### src/rtl/ddr_burst_pkg.sv
package ddr_burst_pkg;

    localparam int IDX_W = 3;
    localparam logic [IDX_W-1:0] LAST_IDX_CHOP = 3'd3;
    localparam logic [IDX_W-1:0] LAST_IDX_FULL = 3'd7;

    typedef enum logic [1:0] {
        BLEN_FIXED8 = 2'b00,
        BLEN_ON_FLY = 2'b01,
        BLEN_FIXED4 = 2'b10,
        BLEN_ILLEGAL = 2'b11
    } blen_code_e;

endpackage

### src/rtl/burst_cfg_decode.sv
module burst_cfg_decode
    import ddr_burst_pkg::*;
(
    input  logic [1:0] burst_len,
    input  logic       rsvd_lo,
    input  logic       rsvd_hi,
    input  logic       len8_sel,
    output logic       chop_now,
    output logic       bad_cfg
);
    blen_code_e code;

    always_comb begin
        code     = blen_code_e'(burst_len);
        bad_cfg  = rsvd_lo | rsvd_hi;
        chop_now = 1'b0;
        unique case (code)
            BLEN_FIXED8:  chop_now = 1'b0;
            BLEN_ON_FLY:  chop_now = ~len8_sel;
            BLEN_FIXED4:  chop_now = 1'b1;
            BLEN_ILLEGAL: bad_cfg  = 1'b1;
            default:      bad_cfg  = 1'b1;
        endcase
    end
endmodule

### src/rtl/burst_start_align.sv
module burst_start_align #(
    parameter int COL_W = 10
) (
    input  logic             is_write,
    input  logic             is_chop,
    input  logic [COL_W-1:0] col_in,
    output logic [COL_W-1:0] col_out
);
    always_comb begin
        col_out = col_in;
        if (is_write) begin
            col_out[1:0] = 2'b00;
            if (!is_chop) begin
                col_out[2] = 1'b0;
            end
        end
    end
endmodule

### src/rtl/burst_order_calc.sv
module burst_order_calc
    import ddr_burst_pkg::*;
#(
    parameter int COL_W = 10
) (
    input  logic [COL_W-1:0] base_col,
    input  logic [IDX_W-1:0] beat_idx,
    input  logic             interleave,
    output logic [COL_W-1:0] beat_col
);
    logic [1:0] seq_lo;
    logic [2:0] low_bits;

    always_comb begin
        seq_lo = base_col[1:0] + beat_idx[1:0];
        if (interleave) begin
            low_bits = base_col[2:0] ^ beat_idx;
        end else begin
            low_bits = {base_col[2] ^ beat_idx[2], seq_lo};
        end
    end

    assign beat_col[2:0] = low_bits;

    generate
        if (COL_W > 3) begin : g_upper
            assign beat_col[COL_W-1:3] = base_col[COL_W-1:3];
        end
    endgenerate
endmodule

### src/rtl/ddr_burst_colgen.sv
module ddr_burst_colgen
    import ddr_burst_pkg::*;
#(
    parameter int COL_W = 10
) (
    input  logic             clk,
    input  logic             rst_n,
    input  logic [1:0]       cfg_burst_len,
    input  logic             cfg_interleave,
    input  logic [1:0]       cfg_rsvd,
    input  logic             cmd_start,
    input  logic             cmd_write,
    input  logic [COL_W-1:0] cmd_col,
    input  logic             cmd_len8,
    output logic             cfg_err,
    output logic             beat_valid,
    output logic [COL_W-1:0] beat_col,
    output logic             beat_last
);
    typedef struct packed {
        logic             valid;
        logic             last;
        logic             chop;
        logic             ilv;
        logic             wr;
        logic [IDX_W-1:0] idx;
        logic [COL_W-1:0] base;
        logic [COL_W-1:0] col;
    } seq_state_t;

    seq_state_t st_d, st_q;

    logic             chop_now;
    logic [COL_W-1:0] aligned_col;
    logic             accept;
    logic [COL_W-1:0] calc_base;
    logic [IDX_W-1:0] calc_idx;
    logic             calc_ilv;
    logic             calc_chop;
    logic [COL_W-1:0] calc_col;

    burst_cfg_decode u_dec (
        .burst_len (cfg_burst_len),
        .rsvd_lo   (cfg_rsvd[0]),
        .rsvd_hi   (cfg_rsvd[1]),
        .len8_sel  (cmd_len8),
        .chop_now  (chop_now),
        .bad_cfg   (cfg_err)
    );

    burst_start_align #(.COL_W(COL_W)) u_align (
        .is_write (cmd_write),
        .is_chop  (chop_now),
        .col_in   (cmd_col),
        .col_out  (aligned_col)
    );

    burst_order_calc #(.COL_W(COL_W)) u_order (
        .base_col   (calc_base),
        .beat_idx   (calc_idx),
        .interleave (calc_ilv),
        .beat_col   (calc_col)
    );

    assign accept = cmd_start && !cfg_err && (!st_q.valid || st_q.last);

    always_comb begin
        calc_base = accept ? aligned_col    : st_q.base;
        calc_idx  = accept ? '0             : st_q.idx + 1'b1;
        calc_ilv  = accept ? cfg_interleave : st_q.ilv;
        calc_chop = accept ? chop_now       : st_q.chop;
    end

    always_comb begin
        st_d = st_q;
        if (accept) begin
            st_d.valid = 1'b1;
            st_d.chop  = chop_now;
            st_d.ilv   = cfg_interleave;
            st_d.wr    = cmd_write;
            st_d.base  = aligned_col;
            st_d.idx   = calc_idx;
            st_d.col   = calc_col;
            st_d.last  = (calc_idx == (calc_chop ? LAST_IDX_CHOP : LAST_IDX_FULL));
        end else if (st_q.valid && !st_q.last) begin
            st_d.idx   = calc_idx;
            st_d.col   = calc_col;
            st_d.last  = (calc_idx == (calc_chop ? LAST_IDX_CHOP : LAST_IDX_FULL));
        end else begin
            st_d.valid = 1'b0;
            st_d.last  = 1'b0;
        end
    end

    always_ff @(posedge clk or negedge rst_n) begin
        if (!rst_n) begin
            st_q <= '0;
        end else begin
            st_q <= st_d;
        end
    end

    assign beat_valid = st_q.valid;
    assign beat_col   = st_q.col;
    assign beat_last  = st_q.last;

    // Independent beat counter, used only by the checks below
    logic [IDX_W-1:0] run_cnt_q;
    always_ff @(posedge clk or negedge rst_n) begin
        if (!rst_n) begin
            run_cnt_q <= '0;
        end else if (beat_valid) begin
            run_cnt_q <= beat_last ? '0 : run_cnt_q + 1'b1;
        end
    end

    assert_contiguous_beats_R3: assert property (@(posedge clk) disable iff (!rst_n)
        (beat_valid && !beat_last) |=> beat_valid);

    assert_err_blocks_start_R2: assert property (@(posedge clk) disable iff (!rst_n)
        (cmd_start && cfg_err && !beat_valid) |=> !beat_valid);

    assert_last_on_final_R4: assert property (@(posedge clk) disable iff (!rst_n)
        beat_last |-> (beat_valid && run_cnt_q == (st_q.chop ? LAST_IDX_CHOP : LAST_IDX_FULL)));

    assert_upper_hold_R8: assert property (@(posedge clk) disable iff (!rst_n)
        (beat_valid && !beat_last) |=> (beat_col[COL_W-1:3] == $past(beat_col[COL_W-1:3])));

    assert_write_aligned_R9: assert property (@(posedge clk) disable iff (!rst_n)
        (beat_valid && st_q.wr && run_cnt_q == '0) |->
            (beat_col[1:0] == 2'b00 && (st_q.chop || !beat_col[2])));

    assert_busy_ignore_R10: assert property (@(posedge clk) disable iff (!rst_n)
        (beat_valid && !beat_last) |=> $stable(st_q.base));

endmodule

### config.mk
export PLATFORM = sky130hd
export DESIGN_NAME = ddr_burst_colgen
export DESIGN_NICKNAME = d
export VERILOG_FILES = /design/src/rtl/ddr_burst_pkg.sv /design/src/rtl/burst_cfg_decode.sv /design/src/rtl/burst_start_align.sv /design/src/rtl/burst_order_calc.sv /design/src/rtl/ddr_burst_colgen.sv
export SDC_FILE = /design/constraint.sdc
export NUM_CORES = 1
export LEC_CHECK = 0
export BUFFER_PORTS_ARGS = -buffer_cell sky130_fd_sc_hd__buf_4
export CAP_MARGIN = 10
export CORE_MARGIN = 5
export CORE_UTILIZATION = 50
export DETAILED_ROUTE_END_ITERATION = 8
export PLACE_DENSITY = 0.86
export SYNTH_ARGS = -nofsm -noshare
export SYNTH_HDL_FRONTEND = slang
export SYNTH_SLANG_ARGS = --single-unit
### constraint.sdc
create_clock -name clk -period 2.2 [get_ports clk]
set_input_delay 0.11 -clock clk [delete_from_list [all_inputs] [get_ports clk]]
set_output_delay 0.11 -clock clk [all_outputs]
set_load 0.01 [all_outputs]
# ---- Word-level counts from Yosys, hierarchy flattened
# Index checks and enable logic that the tools add are counted.
dict set report op_classes {
  n_eq_ne 5
  mux 17
  reduce_logical 8
  bitwise 4
  div_mod_pow 0
  multipliers 0
  n_addsub 2
  order_cmp 0
  shift 0
}
# op count
set op_table {}
lappend op_table {{10-bit 2-to-1 mux} 3}
lappend op_table {{3-bit 2-to-1 mux} 6}
lappend op_table {{1-bit 2-to-1 mux} 6}
lappend op_table {{2-bit equality test (second input constant)} 2}
lappend op_table {{3-bit by 1-bit adder with 3-bit output (second input constant)} 1}
lappend op_table {{3-bit equality test} 1}
lappend op_table {{1-bit logical AND} 3}
lappend op_table {{1-bit zero test} 3}
lappend op_table {{3-bit XOR} 1}
lappend op_table {{2-bit adder} 1}
lappend op_table {{2-bit by 1-bit equality test with 1-bit output (second input constant)} 1}
lappend op_table {{2-bit 2-to-1 mux} 1}
lappend op_table {{2-bit != test (second input constant)} 1}
lappend op_table {{1-bit case mux with 2 select lines} 1}
lappend op_table {{2-bit nonzero test} 1}
lappend op_table {{1-bit logical OR} 1}
lappend op_table {{1-bit NOT} 1}
lappend op_table {{1-bit OR} 1}
lappend op_table {{1-bit XOR} 1}
dict set report totals {
  out_inout_bits 13
  memories 0
  ram_bits 0
  input_bits 20
  elab_cells 43
  mem_bits_ro 0
  regBits 27
  latchBits 0
}

# ---- Longest topological paths before layout
dict set report depth {
  depth_word 10
  mapped_depth 10
  mapped_depth_nobuf 9
}

# ---- Hierarchy
# Synthesis repeated with hierarchy kept, for this count alone.
dict set report hier_totals {
  cells_unflattened 117
  area_unflattened_um2 1497.7
}
# module area_per_inst_um2 instances seq_area_each_um2 cells_per_inst
set by_module_without_submodules {}
lappend by_module_without_submodules {ddr_burst_colgen 1249.9 1 675.6 84}
lappend by_module_without_submodules {burst_order_calc 101.3 1 0.0 13}
lappend by_module_without_submodules {burst_start_align 80.1 1 0.0 11}
lappend by_module_without_submodules {burst_cfg_decode 66.3 1 0.0 9}

# ---- Worst setup path before layout
# OpenSTA, ideal clock, no wires.
dict set report synth_path {
  path_type {input -> register}
  start {input cfg_burst_len[0]}
  end {register st_q (netlist bit beat_col[1])}
  setup_time_ns 0.133
  slack_ns 0.227
  path_buffers 1
  arrival_time_ns 1.840
  path_stages 9
  required_time_ns 2.067
  path_cell_list {ha_1 -> nor4b_4 -> nand2_4 -> buf_6 -> o21ai_0 -> ha_1 -> inv_1 -> o32ai_1 -> a31oi_1}
}
dict set report synth_between {
  elab_chain_cells 10
  elab_cells_between_ends 14
  classes_between {1 x add/sub; 1 x eq/ne; 7 x mux; 1 x bitwise; 4 x reduce/logical}
}
# element line_no
set synth_rtl {}
lappend synth_rtl {{start, declared} ddr_burst_colgen.sv:8} ;# input logic [1:0] cfg_burst_len,
lappend synth_rtl {{2-bit equality test *} burst_cfg_decode.sv:17} ;# unique case (code)
lappend synth_rtl {{1-bit 2-to-1 mux *} burst_cfg_decode.sv:17}
lappend synth_rtl {{1-bit zero test *} ddr_burst_colgen.sv:65} ;# assign accept = cmd_start && !cfg_err && (!st_q.valid || st_q.last);
lappend synth_rtl {{1-bit logical AND * (2 in a row)} ddr_burst_colgen.sv:65}
lappend synth_rtl {{10-bit 2-to-1 mux *} -}
lappend synth_rtl {{named net calc_base[0]} ddr_burst_colgen.sv:36} ;# logic [COL_W-1:0] calc_base;
lappend synth_rtl {{2-bit adder *} burst_order_calc.sv:15} ;# seq_lo = base_col[1:0] + beat_idx[1:0];
lappend synth_rtl {{3-bit 2-to-1 mux *} burst_order_calc.sv:16} ;# if (interleave) begin
lappend synth_rtl {{10-bit 2-to-1 mux} ddr_burst_colgen.sv:85} ;# end else if (st_q.valid && !st_q.last) begin
lappend synth_rtl {{10-bit 2-to-1 mux *} ddr_burst_colgen.sv:76} ;# if (accept) begin
lappend synth_rtl {{end signal, assigned} ddr_burst_colgen.sv:99} ;# st_q <= st_d;
lappend synth_rtl {{end, declared} ddr_burst_colgen.sv:31} ;# seq_state_t st_d, st_q;
# The timed path passes the listed nets; every way through them passes the cells marked *. The select of a mux whose other input is x is not followed.
# A chain may end at the register's enable or synchronous reset.

# ---- Worst setup path in the final report
dict set report layout_path {
  start {register st_q (netlist bit beat_last)}
  end {register st_q (netlist bit beat_col[1])}
}
dict set report layout_between {
  elab_chain_cells 7
  elab_cells_between_ends 13
  classes_between {1 x add/sub; 6 x mux; 1 x bitwise; 5 x reduce/logical}
}
# element line_no
set layout_rtl {}
lappend layout_rtl {{1-bit logical OR *} ddr_burst_colgen.sv:65}
lappend layout_rtl {{1-bit logical AND *} ddr_burst_colgen.sv:65}
lappend layout_rtl {{10-bit 2-to-1 mux *} -}
lappend layout_rtl {{named net calc_base[0]} ddr_burst_colgen.sv:36}
lappend layout_rtl {{2-bit adder *} burst_order_calc.sv:15}
lappend layout_rtl {{3-bit 2-to-1 mux *} burst_order_calc.sv:16}
lappend layout_rtl {{10-bit 2-to-1 mux} ddr_burst_colgen.sv:85}
lappend layout_rtl {{10-bit 2-to-1 mux *} ddr_burst_colgen.sv:76}
# Marks and branches as above.

==> out/results.txt <==
Final Non-Filler Cells: 176
VDD IR max: 0.9787 mV
NumNets Final: 171
area grow syn2layout: 19.13%
unrepaired setup endpoints after global routing: false
Die Y: 62.66 um
number of H-tree levels: 1
Mapped Avg Cell Area: 11.95 sq um
first-pass GRT wire length: 4616 um
diode count: 0
total track usage: 14.18%
Worst Path Buf+Inv: 1
vias per cell: 5.483
Starting Density: 51.15%
Rel. slew slack: 68.23%
core area: 2710 sq um
count of final setup violators: 0
Post-Synthesis Cells: 116
Root Buffer: clkbuf_4
die width: 62.66 um
Synth top cells by count: 27 x dfrtp_1, 11 x buf_4, 10 x mux2_2
Tcrit/Tclk final: 85.44%
reg-to-reg endpoint: beat_col[1]$_DFFE_PN0P_
Max Cap Viol: 0
grt total ovfl: 0
Power Density: 1329 nW/um^2
Worst path top cell family by delay: compound AO/OA/AOI/OAI gates
Critical Path Slowest Stage Cell: dfrtp_1
Synth area leaders: dfrtp_1 49%, mux2_2 8.1%, buf_4 6.0%, ha_1 4.5%, mux2_4 4.3%
synthesized flop and latch total: 27
WHS Path Cells: 2
Design Area, Final: 1652 sq um
ys flop type: dfrtp_1
Post-synth EDFFs: 0
clock sinks: 27
setup_tns: 0 ns
layout cells sized above 1: 42.76%
worst r2r src: beat_last$_DFF_PN0_
placed inst area: 1594 sq um
CP startpoint: beat_last$_DFF_PN0_
top fanout value on the critical path: 8
hold path start: cmd_col[6]
Worst-path clk slew: 0.15 ns
largest net degree at the start of global routing: 28
Arr. time, crit path: 2.10 ns
Routed Antenna Nets: 0
Pleak: 0.8209 nW
clock skew: 0.01431 ns
sequential area share after synthesis: 48.74%
r2r worst-path depth: 7
WS Path Type: reg2reg
Avg WL per Cell: 15.15 um
Max Buffers Root-to-Sink: 2
Num CTS Buffers: 3
r2r setup slk: 0.32 ns
hpwl dp: 2103 um
final hold vios: 0
DP Cell Count: 169
final critical-path required period: 1.880 ns
via count: 965
Post-Route WL: 2666 um
count of different cell masters after synthesis: 35
GPL Wtd Cong: 0.8178
worst hold path class: in2reg
Yosys top cell by area: dfrtp_1
Yosys warning total: 0
outcome: complete, no violations
slew of the pin with the lowest slew margin: 0.4745 ns
crit path to: beat_col[1]$_DFFE_PN0P_
setup bufs post-CTS: 0
fin util: 60.94%
Synth Cell Area: 1386 sq um
Max Slew Vio Count: 0
Residual DRC: 0
CP endpoint kind: register
die area: 3926 sq um
CP Cell Sequence: nand2b_1, nand2_4, o21ai_0, ha_1, inv_1, o32ai_1, a31oi_1
CTS tree: done
worst skew pair latency: 0.33 ns
DRT iter0 DRCs: 29
# resized after CTS: 0
Rows: 19
fraction of registers with async set or reset after synthesis: 100.0%
IO Count: 33
count leader, synth: dfrtp_1
Critical Path Start Type: register
IO Port Bufs: 32
initial antenna violation count: 0
Max Fclk: 532.0 MHz
Post-CTS Hold Fix Bufs: 1
first-pass detailed-route iteration total: 4
Req. time, crit path: 2.42 ns
vias in the first global route: 1035
Synth Net Count: 141
fillcell total: 225
Slowest Stage Delay on Critical Path: 0.40 ns
top-area cell type share of the netlist area: 48.74%
cell depth of the worst setup path: 7
## where the power goes
part / internal [W] / total [W] / switching (W) / leakage (nW)
combinational: 0.000587 / 0.00111 / 0.000528 / 0.472
clock: 0.0000682 / 0.000212 / 0.000144 / 0.0177
sequential: 0.000742 / 0.000869 / 0.000127 / 0.331
total: 0.00140 / 0.00220 / 0.000799 / 0.821
## routing by layer
layer | vias to the layer above | part of all wire (%) | global-route usage [%]
met1 | 470 | 41 | 17.39
met5 | - | 0 | 0
met2 | 38 | 50 | 24.48
met4 | 0 | 1.2 | 3.448
li1 | 453 | - | -
met3 | 4 | 7.8 | 3.957
## final cells by class
type / instances / area [sq um] / share of cell area, %
Tap cell: 31 / 38.79 / 2.348
Multi-Input combinational cell: 67 / 579.3 / 35.08
Sequential cell: 27 / 675.6 / 40.91
Inverter: 8 / 30.03 / 1.818
Timing Repair Buffer: 39 / 300.3 / 18.18
Clock buffer: 3 / 22.52 / 1.364
Clock inverter: 1 / 5.005 / 0.3030
## how the worst min path moves through the flow
stage                               to
2_1_floorplan  beat_col[0]$_DFFE_PN0P_
5_1_grt             st_q[13]$_DFF_PN0_
4_1_cts             st_q[18]$_DFF_PN0_
6_report            st_q[16]$_DFF_PN0_
3_3_place_gp        st_q[19]$_DFF_PN0_
3_5_place_dp        st_q[19]$_DFF_PN0_
## cells by family after synthesis
kind of cell | share of synthesized area (%)
AND/OR/NAND/NOR | 11.28
buffers and inverters | 9.477
flip-flops | 48.74
AO/OA/AOI/OAI | 11.64
adder cells (fa/ha/maj) | 4.513
multiplexers | 12.46
XOR/XNOR | 1.896
## sequential cells by signal (all words and copies together) (netlist names)
signal,count
st_q,15
beat_col,10
beat_last,1
beat_valid,1
## metrics by stage
step / hold slack [ns] / total power, W / worst slack (ns)
2_1_floorplan: -0.1856 / 0.001733 / 0.2268
3_3_place_gp: 0.02924 / 0.001934 / 0.1502
3_5_place_dp: 0.04064 / 0.002004 / 0.02732
4_1_cts: 0.01417 / 0.002211 / 0.3351
5_1_grt: 0.002357 / 0.002371 / 0.09831
6_report: 0.01908 / 0.002196 / 0.3204
## layout by cell type (no fill, tap or decap), drive strengths merged, types with 3 or more instances in the layout
| cell type | count |
|---|---|
| inv | 8 |
| nand2b | 3 |
| nand2 | 10 |
| clkbuf | 3 |
| ha | 5 |
| dfrtp | 27 |
| buf | 36 |
| a21o | 3 |
| a21oi | 4 |
| dlygate4sd3 | 3 |
| nor2 | 3 |
| mux2 | 14 |
(Power assumes the default switching activity.)
